### src/rtl/errstat_pkg.sv
// Package: class sizes and layout of the trailer status word.
package errstat_pkg;
    localparam int N_STICKY_D = 8;   // reset-required conditions
    localparam int N_BAD_D    = 12;  // bad-event conditions
    localparam int N_WARN_D   = 2;   // warning conditions
    localparam int N_NFULL_D  = 2;   // near-full conditions
    localparam int N_INFO_D   = 4;   // status-only conditions
    localparam int N_SUM      = 4;   // summary bits above the sources
    localparam int N_IN_D     = 15;  // number of inputs
    localparam int IDX_W_D    = 4;   // input index width

    // Summary bit positions, relative to the first summary bit.
    localparam int SUM_CRIT  = 0;
    localparam int SUM_BAD   = 1;
    localparam int SUM_WARN  = 2;
    localparam int SUM_NFULL = 3;
endpackage

### src/rtl/errstat_src_accum.sv
// Module: errstat_src_accum
// Accumulates condition pulses. Bits below N_STICKY persist until reset,
// the rest are restarted by evt_start (a pulse in that cycle is kept).
// Assumes: synchronous active-low reset; pulses are single-cycle or level.
module errstat_src_accum #(
    parameter int N_SRC    = 28,
    parameter int N_STICKY = 8
) (
    input  logic             clk,
    input  logic             rst_n,
    input  logic             evt_start,
    input  logic [N_SRC-1:0] pulse,
    output logic [N_SRC-1:0] acc_q,
    output logic [N_SRC-1:0] acc_now
);
    // Current view including this cycle's pulses, used by the snapshot.
    assign acc_now = acc_q | pulse;

    for (genvar i = 0; i < N_SRC; i++) begin : g_bit
        if (i < N_STICKY) begin : g_sticky
            // Latch the condition until reset.
            always_ff @(posedge clk) begin
                if (!rst_n) acc_q[i] <= 1'b0;
                else        acc_q[i] <= acc_q[i] | pulse[i];
            end
            // a latched reset-required bit never drops without reset
            assert_sticky_hold_R2: assert property (@(posedge clk) disable iff (!rst_n)
                acc_q[i] |=> acc_q[i]);
        end else begin : g_event
            // Restart at event start, otherwise accumulate.
            always_ff @(posedge clk) begin
                if (!rst_n)         acc_q[i] <= 1'b0;
                else if (evt_start) acc_q[i] <= pulse[i];
                else                acc_q[i] <= acc_q[i] | pulse[i];
            end
            // a per-event bit with no pulse at event start reads clear after it
            assert_clear_on_start_R3: assert property (@(posedge clk) disable iff (!rst_n)
                (evt_start && !pulse[i]) |=> !acc_q[i]);
        end
    end
endmodule

### src/rtl/errstat_in_mask.sv
// Module: errstat_in_mask
// Builds a per-event mask of inputs that raised a hit; indices at or
// above N_IN are dropped. Cleared by evt_start (hit in that cycle kept).
// Assumes: synchronous active-low reset; one index per cycle.
module errstat_in_mask #(
    parameter int N_IN  = 15,
    parameter int IDX_W = 4
) (
    input  logic             clk,
    input  logic             rst_n,
    input  logic             evt_start,
    input  logic             hit,
    input  logic [IDX_W-1:0] idx,
    output logic [N_IN-1:0]  mask_q,
    output logic [N_IN-1:0]  mask_now
);
    logic [N_IN-1:0] hit_vec;

    // Decode the index into a one-hot hit vector.
    for (genvar k = 0; k < N_IN; k++) begin : g_dec
        assign hit_vec[k] = hit && (idx == IDX_W'(k));
    end

    // Current view including this cycle's hit, used by the snapshot.
    assign mask_now = mask_q | hit_vec;

    // Accumulate hits over the event.
    always_ff @(posedge clk) begin
        if (!rst_n)         mask_q <= '0;
        else if (evt_start) mask_q <= hit_vec;
        else                mask_q <= mask_q | hit_vec;
    end

    // an out-of-range index leaves the mask untouched
    assert_idx_ignored_R9: assert property (@(posedge clk) disable iff (!rst_n)
        (!evt_start && hit && (int'(idx) >= N_IN)) |=> $stable(mask_q));
    // at most one new bit per cycle
    assert_one_new_R9: assert property (@(posedge clk) disable iff (!rst_n)
        !evt_start |=> $countones(mask_q & ~$past(mask_q)) <= 1);
endmodule

### src/rtl/errstat_summary.sv
// Module: errstat_summary
// Forms the four summary bits as ORs over the condition classes.
// Assumes: classes sit in order sticky, bad, warn, near-full, info.
module errstat_summary #(
    parameter int N_STICKY = 8,
    parameter int N_BAD    = 12,
    parameter int N_WARN   = 2,
    parameter int N_NFULL  = 2,
    parameter int N_SRC    = 28
) (
    input  logic [N_SRC-1:0] src,
    input  logic             dn_wait,
    output logic [3:0]       sum
);
    import errstat_pkg::*;
    localparam int BAD_LO = N_STICKY;
    localparam int WRN_LO = BAD_LO + N_BAD;
    localparam int NF_LO  = WRN_LO + N_WARN;

    // OR each class into its summary position.
    always_comb begin
        sum            = '0;
        sum[SUM_CRIT]  = |src[N_STICKY-1:0];
        sum[SUM_BAD]   = |src[BAD_LO +: N_BAD];
        sum[SUM_WARN]  = |src[WRN_LO +: N_WARN];
        sum[SUM_NFULL] = (|src[NF_LO +: N_NFULL]) | dn_wait;
    end
endmodule

### src/rtl/errstat_agg.sv
// Module: errstat_agg (top)
// Aggregates condition pulses and per-input hits over an event and
// captures the trailer status word and input masks on evt_end.
// Assumes: synchronous active-low reset; evt_start and evt_end are not
// asserted together (if they are, the snapshot sees the old event).
module errstat_agg #(
    parameter int N_STICKY = errstat_pkg::N_STICKY_D,
    parameter int N_BAD    = errstat_pkg::N_BAD_D,
    parameter int N_WARN   = errstat_pkg::N_WARN_D,
    parameter int N_NFULL  = errstat_pkg::N_NFULL_D,
    parameter int N_INFO   = errstat_pkg::N_INFO_D,
    parameter int N_IN     = errstat_pkg::N_IN_D,
    parameter int IDX_W    = errstat_pkg::IDX_W_D,
    localparam int N_SRC   = N_STICKY + N_BAD + N_WARN + N_NFULL + N_INFO,
    localparam int W       = N_SRC + errstat_pkg::N_SUM
) (
    input  logic             clk,
    input  logic             rst_n,
    input  logic             evt_start,
    input  logic             evt_end,
    input  logic [N_SRC-1:0] src_pulse,
    input  logic             dn_wait,
    input  logic             in_err_hit,
    input  logic             in_warn_hit,
    input  logic [IDX_W-1:0] in_idx,
    output logic [W-1:0]     trl_status,
    output logic [N_IN-1:0]  in_err_mask,
    output logic [N_IN-1:0]  in_warn_mask
);
    import errstat_pkg::*;

    logic [N_SRC-1:0] acc_q, acc_now;
    logic [N_IN-1:0]  em_q, em_now, wm_q, wm_now;
    logic [3:0]       sum;

    errstat_src_accum #(.N_SRC(N_SRC), .N_STICKY(N_STICKY)) u_accum (
        .clk(clk), .rst_n(rst_n), .evt_start(evt_start), .pulse(src_pulse),
        .acc_q(acc_q), .acc_now(acc_now));

    errstat_in_mask #(.N_IN(N_IN), .IDX_W(IDX_W)) u_err_mask (
        .clk(clk), .rst_n(rst_n), .evt_start(evt_start), .hit(in_err_hit),
        .idx(in_idx), .mask_q(em_q), .mask_now(em_now));

    errstat_in_mask #(.N_IN(N_IN), .IDX_W(IDX_W)) u_warn_mask (
        .clk(clk), .rst_n(rst_n), .evt_start(evt_start), .hit(in_warn_hit),
        .idx(in_idx), .mask_q(wm_q), .mask_now(wm_now));

    errstat_summary #(.N_STICKY(N_STICKY), .N_BAD(N_BAD), .N_WARN(N_WARN),
                      .N_NFULL(N_NFULL), .N_SRC(N_SRC)) u_sum (
        .src(acc_now), .dn_wait(dn_wait), .sum(sum));

    // Capture word and masks at event end, including same-cycle pulses.
    always_ff @(posedge clk) begin
        if (!rst_n) begin
            trl_status   <= '0;
            in_err_mask  <= '0;
            in_warn_mask <= '0;
        end else if (evt_end) begin
            trl_status   <= {sum, acc_now};
            in_err_mask  <= em_now;
            in_warn_mask <= wm_now;
        end
    end

    // outputs hold between event ends
    assert_hold_R8: assert property (@(posedge clk) disable iff (!rst_n)
        !evt_end |=> ($stable(trl_status) && $stable(in_err_mask) && $stable(in_warn_mask)));
    // captured critical summary matches the captured reset-required bits
    assert_crit_R4: assert property (@(posedge clk) disable iff (!rst_n)
        evt_end |=> trl_status[N_SRC+SUM_CRIT] == (|trl_status[N_STICKY-1:0]));
    // captured bad-event summary matches its class
    assert_bad_R5: assert property (@(posedge clk) disable iff (!rst_n)
        evt_end |=> trl_status[N_SRC+SUM_BAD] == (|trl_status[N_STICKY +: N_BAD]));
    // a latched reset-required bit is present in every later snapshot
    assert_snap_sticky_R2: assert property (@(posedge clk) disable iff (!rst_n)
        (evt_end && acc_q[0]) |=> trl_status[0]);
    // a mask bit seen in the end cycle is captured
    assert_mask_snap_R10: assert property (@(posedge clk) disable iff (!rst_n)
        (evt_end && em_q[0]) |=> in_err_mask[0]);
endmodule

### config.mk
export PLATFORM = sky130hd
export DESIGN_NAME = errstat_agg
export DESIGN_NICKNAME = d
export VERILOG_FILES = /design/src/rtl/errstat_pkg.sv /design/src/rtl/errstat_src_accum.sv /design/src/rtl/errstat_in_mask.sv /design/src/rtl/errstat_summary.sv /design/src/rtl/errstat_agg.sv
export SDC_FILE = /design/constraint.sdc
export NUM_CORES = 1
export LEC_CHECK = 0
export CAP_MARGIN = 10
export CORE_ASPECT_RATIO = 0.7
export CORE_MARGIN = 1.5
export CORE_UTILIZATION = 39
export DETAILED_ROUTE_END_ITERATION = 8
export HOLD_SLACK_MARGIN = 0.15
export PLACE_DENSITY = 0.67
export SKIP_LAST_GASP = 1
export SYNTH_ARGS = -nofsm -noshare
export SYNTH_HDL_FRONTEND = slang
export SYNTH_SLANG_ARGS = --single-unit
### constraint.sdc
create_clock -name clk -period 0.98 [get_ports clk]
set_clock_uncertainty 0.05 [all_clocks]
set_input_delay 0.245 -clock clk [delete_from_list [all_inputs] [get_ports clk]]
set_output_delay 0.245 -clock clk [all_outputs]
set_load 0.005 [all_outputs]
==> metrics.csv, run 1 <==
metric,value,unit
synth_area,4600,sq um
num_antenna_cells,0,
drive_gt1_share,42.5,%
synth_seq_cells,120,
cts-root-buf,clkbuf_16,
cts_buffers,17,
r2r-end,trl_status[29]$_SDFFE_PN0P_,
regToRegSetupSlack,-0.19,ns
critPathLaunchType,input port,
postRouteAntennaNets,0,
rsz0062_at_grt,yes,
crit_arrival,1.44,ns
hold_buffers,0,
clk_latency,0.41,ns
start_util,40.9,%
slew_headroom,81.3,%
failed_checks,setup timing,
grt_pass1_wl,19.4,mm
drc,0,
ys_types,25,
switching_power,0.00301,W
hpwl,7.71,mm
cts_tree,yes,
timing.rr.start,u_accum.acc_q[18]$_SDFF_PN0_,
ioPinCount,101,
worst_path_max_delay_cell,clkdlybuf4s50_1,
port_buffers,100,
power.share.switching,22.1,%
fin_ws,-0.217,ns
comb_power_share,10.6,%
clock.fmax,836,MHz
gp_congestion,0.773,
vias,3966,
run_status,finished with violations,
nFillCells,939,
die-height,93.9,um
p_total,0.0136,W
crit_path_end_kind,flip-flop,
total_leakage_power,2.92,nW
finalSetupViolCount,63,
grt_pass1_vias,3905,
die_area,12500,sq um
min_to,trl_status[27]$_SDFFE_PN0P_,
syn2layout_area_growth,51.5,%
syn_nets,543,
ir_drop,1.47,mV
yosysSeqAreaShare,52.2,%
grt_overflow,0,
dp_slack,-0.631,ns
crit_chain,clkdlybuf4s50_1 -> nor4_2 -> nand4_1 -> o221a_2,
cts.path.max_buffers,2,
grt_max_degree,46,
postSynthCellCount,504,
tightest_slew,0.280,ns
core,11300,sq um
finalCriticalPeriod,1.20,ns
drv_slew,0,
dr.pass1.iters,4,
cts.clk_slew.worst_paths,0.06,ns
powerDensity,1960,nW/um^2
critPathMaxFanout,3,
avgSynthCellArea,9.13,sq um
whs,0.166,ns
first_iter_violations,152,
cts.sinks,120,
htreeDepth,4,
hold_start,evt_end,
pwr-share-seq,39.1,%
hold_path.class,input port to flip-flop,
cap_viol_max_count,0,
finalCritPeriodShare,122,%
grt_use_total,19.8,%
vias_per_cell,4.94,
cp.required,1.23,ns
cpPeakStageDelay,0.47,ns
p_int,0.0106,W
reg2reg_depth,3,
min_delay_path_depth,3,
final_nets,676,
rows,32,
startpoint,src_pulse[18],
wirelength,11.7,mm
hold_viol_final,0,
yosysWarnings,0,
wl_per_cell,14.5,um
die_w,133,um
criticalPathCategory,input port to flip-flop,
pwr-share-clk,50.3,%
antenna_found_initial,0,
cell families after synthesis:
group	count (synthesis)	synth area share [%]
AOI/OAI and AO/OA	180	23.3
and+or+nand+nor	160	19.8
DFF	120	52.2
buffers and inverters	44	4.70
power by group through the flow:
stage          clock (W)  combinational [W]  sequential (W)
2_1_floorplan          0           0.000651         0.00537
3_3_place_gp           0            0.00144         0.00537
3_5_place_dp           0            0.00147         0.00538
4_1_cts          0.00697            0.00140         0.00532
5_1_grt          0.00722            0.00158         0.00537
6_report         0.00686            0.00145         0.00534
per-layer routing:
metal	GRT usage (%)	wire, um
met1	25.9	5680
met3	6.09	599
met5	0	0
met4	6.59	126
met2	31.2	5260
layout by cell type (no fill, tap or decap), types with 2 or more instances in the layout:
cell type / n
o21ai_0: 39
nand4_1: 2
buf_2: 35
nor2_2: 4
a21oi_2: 38
buf_12: 9
clkinv_2: 2
bufinv_16: 5
dfxtp_2: 63
nor2b_1: 88
a31oi_1: 3
dfxtp_1: 56
o211a_1: 22
and3b_2: 3
clkdlybuf4s15_1: 2
nor3b_4: 2
buf_4: 46
clkinvlp_4: 5
nor4_2: 2
clkdlybuf4s50_1: 29
nor3b_1: 2
a21oi_1: 55
and3_4: 2
clkbuf_8: 2
nor2_1: 25
buf_6: 32
dlygate4sd2_1: 4
nand2_1: 22
o21a_1: 21
clkbuf_16: 17
nor4_4: 2
metrics by stage:
stage / cell area [sq um] / util, % / TNS, ns / cells
4_1_cts: 6820 / 60.6 / -10.80 / 800
6_report: 6970 / 62.0 / -9.61 / 803
3_3_place_gp: 6230 / 55.4 / -49.98 / 765
3_5_place_dp: 6230 / 55.4 / -52.13 / 765
5_1_grt: 6970 / 62.0 / -11.61 / 803
2_1_floorplan: 4820 / - / -1.47 / 504
flip-flops by register name (all words and copies together) (netlist names):
register,flops
u_warn_mask.mask_q,15
u_err_mask.mask_q,15
in_warn_mask,15
in_err_mask,15
trl_status,32
u_accum.acc_q,28
Yosys cell counts:
master	n	share of area (%)
nor2b_1	90	12
nand2_1	22	1.8
buf_6	2	0.49
dfxtp_1	120	52
o21ai_0	39	4.2
buf_4	2	0.33
and3b_2	4	0.87
o221a_2	1	0.24
a31oi_1	3	0.41
and3_2	2	0.33
o21a_1	21	3.4
clkbuf_1	16	1.3
nor2_2	1	0.14
nor3b_1	2	0.33
o211a_1	22	4.8
nor3b_2	2	0.54
and4_1	1	0.19
buf_2	23	2.5
and3_1	1	0.14
nor2_1	28	2.3
nand4_1	2	0.27
buf_1	1	0.081
a21oi_1	94	10
nor4_1	4	0.54
and2_1	1	0.14
final cells by class:
class | instances | area (sq um) | share of cell area (%)
Tap cell | 153 | 191 | 2.75
Clock inverter | 12 | 198 | 2.84
Timing Repair Buffer | 158 | 1420 | 20.4
Multi-Input combinational cell | 340 | 2220 | 31.8
Clock buffer | 20 | 457 | 6.55
Sequential cell | 120 | 2480 | 35.6
critical path: cells and delay by family:
kind | cells | cell delay [ns]
compound gates | 1 | 0.26
buf+inv | 1 | 0.47
simple gates | 2 | 0.47
repair_timing:
action                                 CTS  global route
pin swaps                                6             4
endpoints found under the hold margin    0             0
setup buffers                            4             3
gates resized for setup                340            26
setup endpoints to repair              123            84
worst max-delay path by stage:
stage	end	cells after the start
6_report	trl_status[29]$_SDFFE_PN0P_	4
2_1_floorplan	trl_status[29]$_SDFFE_PN0P_	3
4_1_cts	in_err_mask[6]	1
3_3_place_gp	trl_status[29]$_SDFFE_PN0P_	4
5_1_grt	trl_status[29]$_SDFFE_PN0P_	4
3_5_place_dp	in_err_mask[9]$_SDFFE_PN0P_	5
Note: power is estimated with default switching activity, not from simulation.
==> inputs of run 2 (changes only) <==
CTS_CLUSTER_SIZE = 20   (was unset)
==> results of run 2 <==
Same layout as run 1: the final DEF is identical, and so are final timing and power.
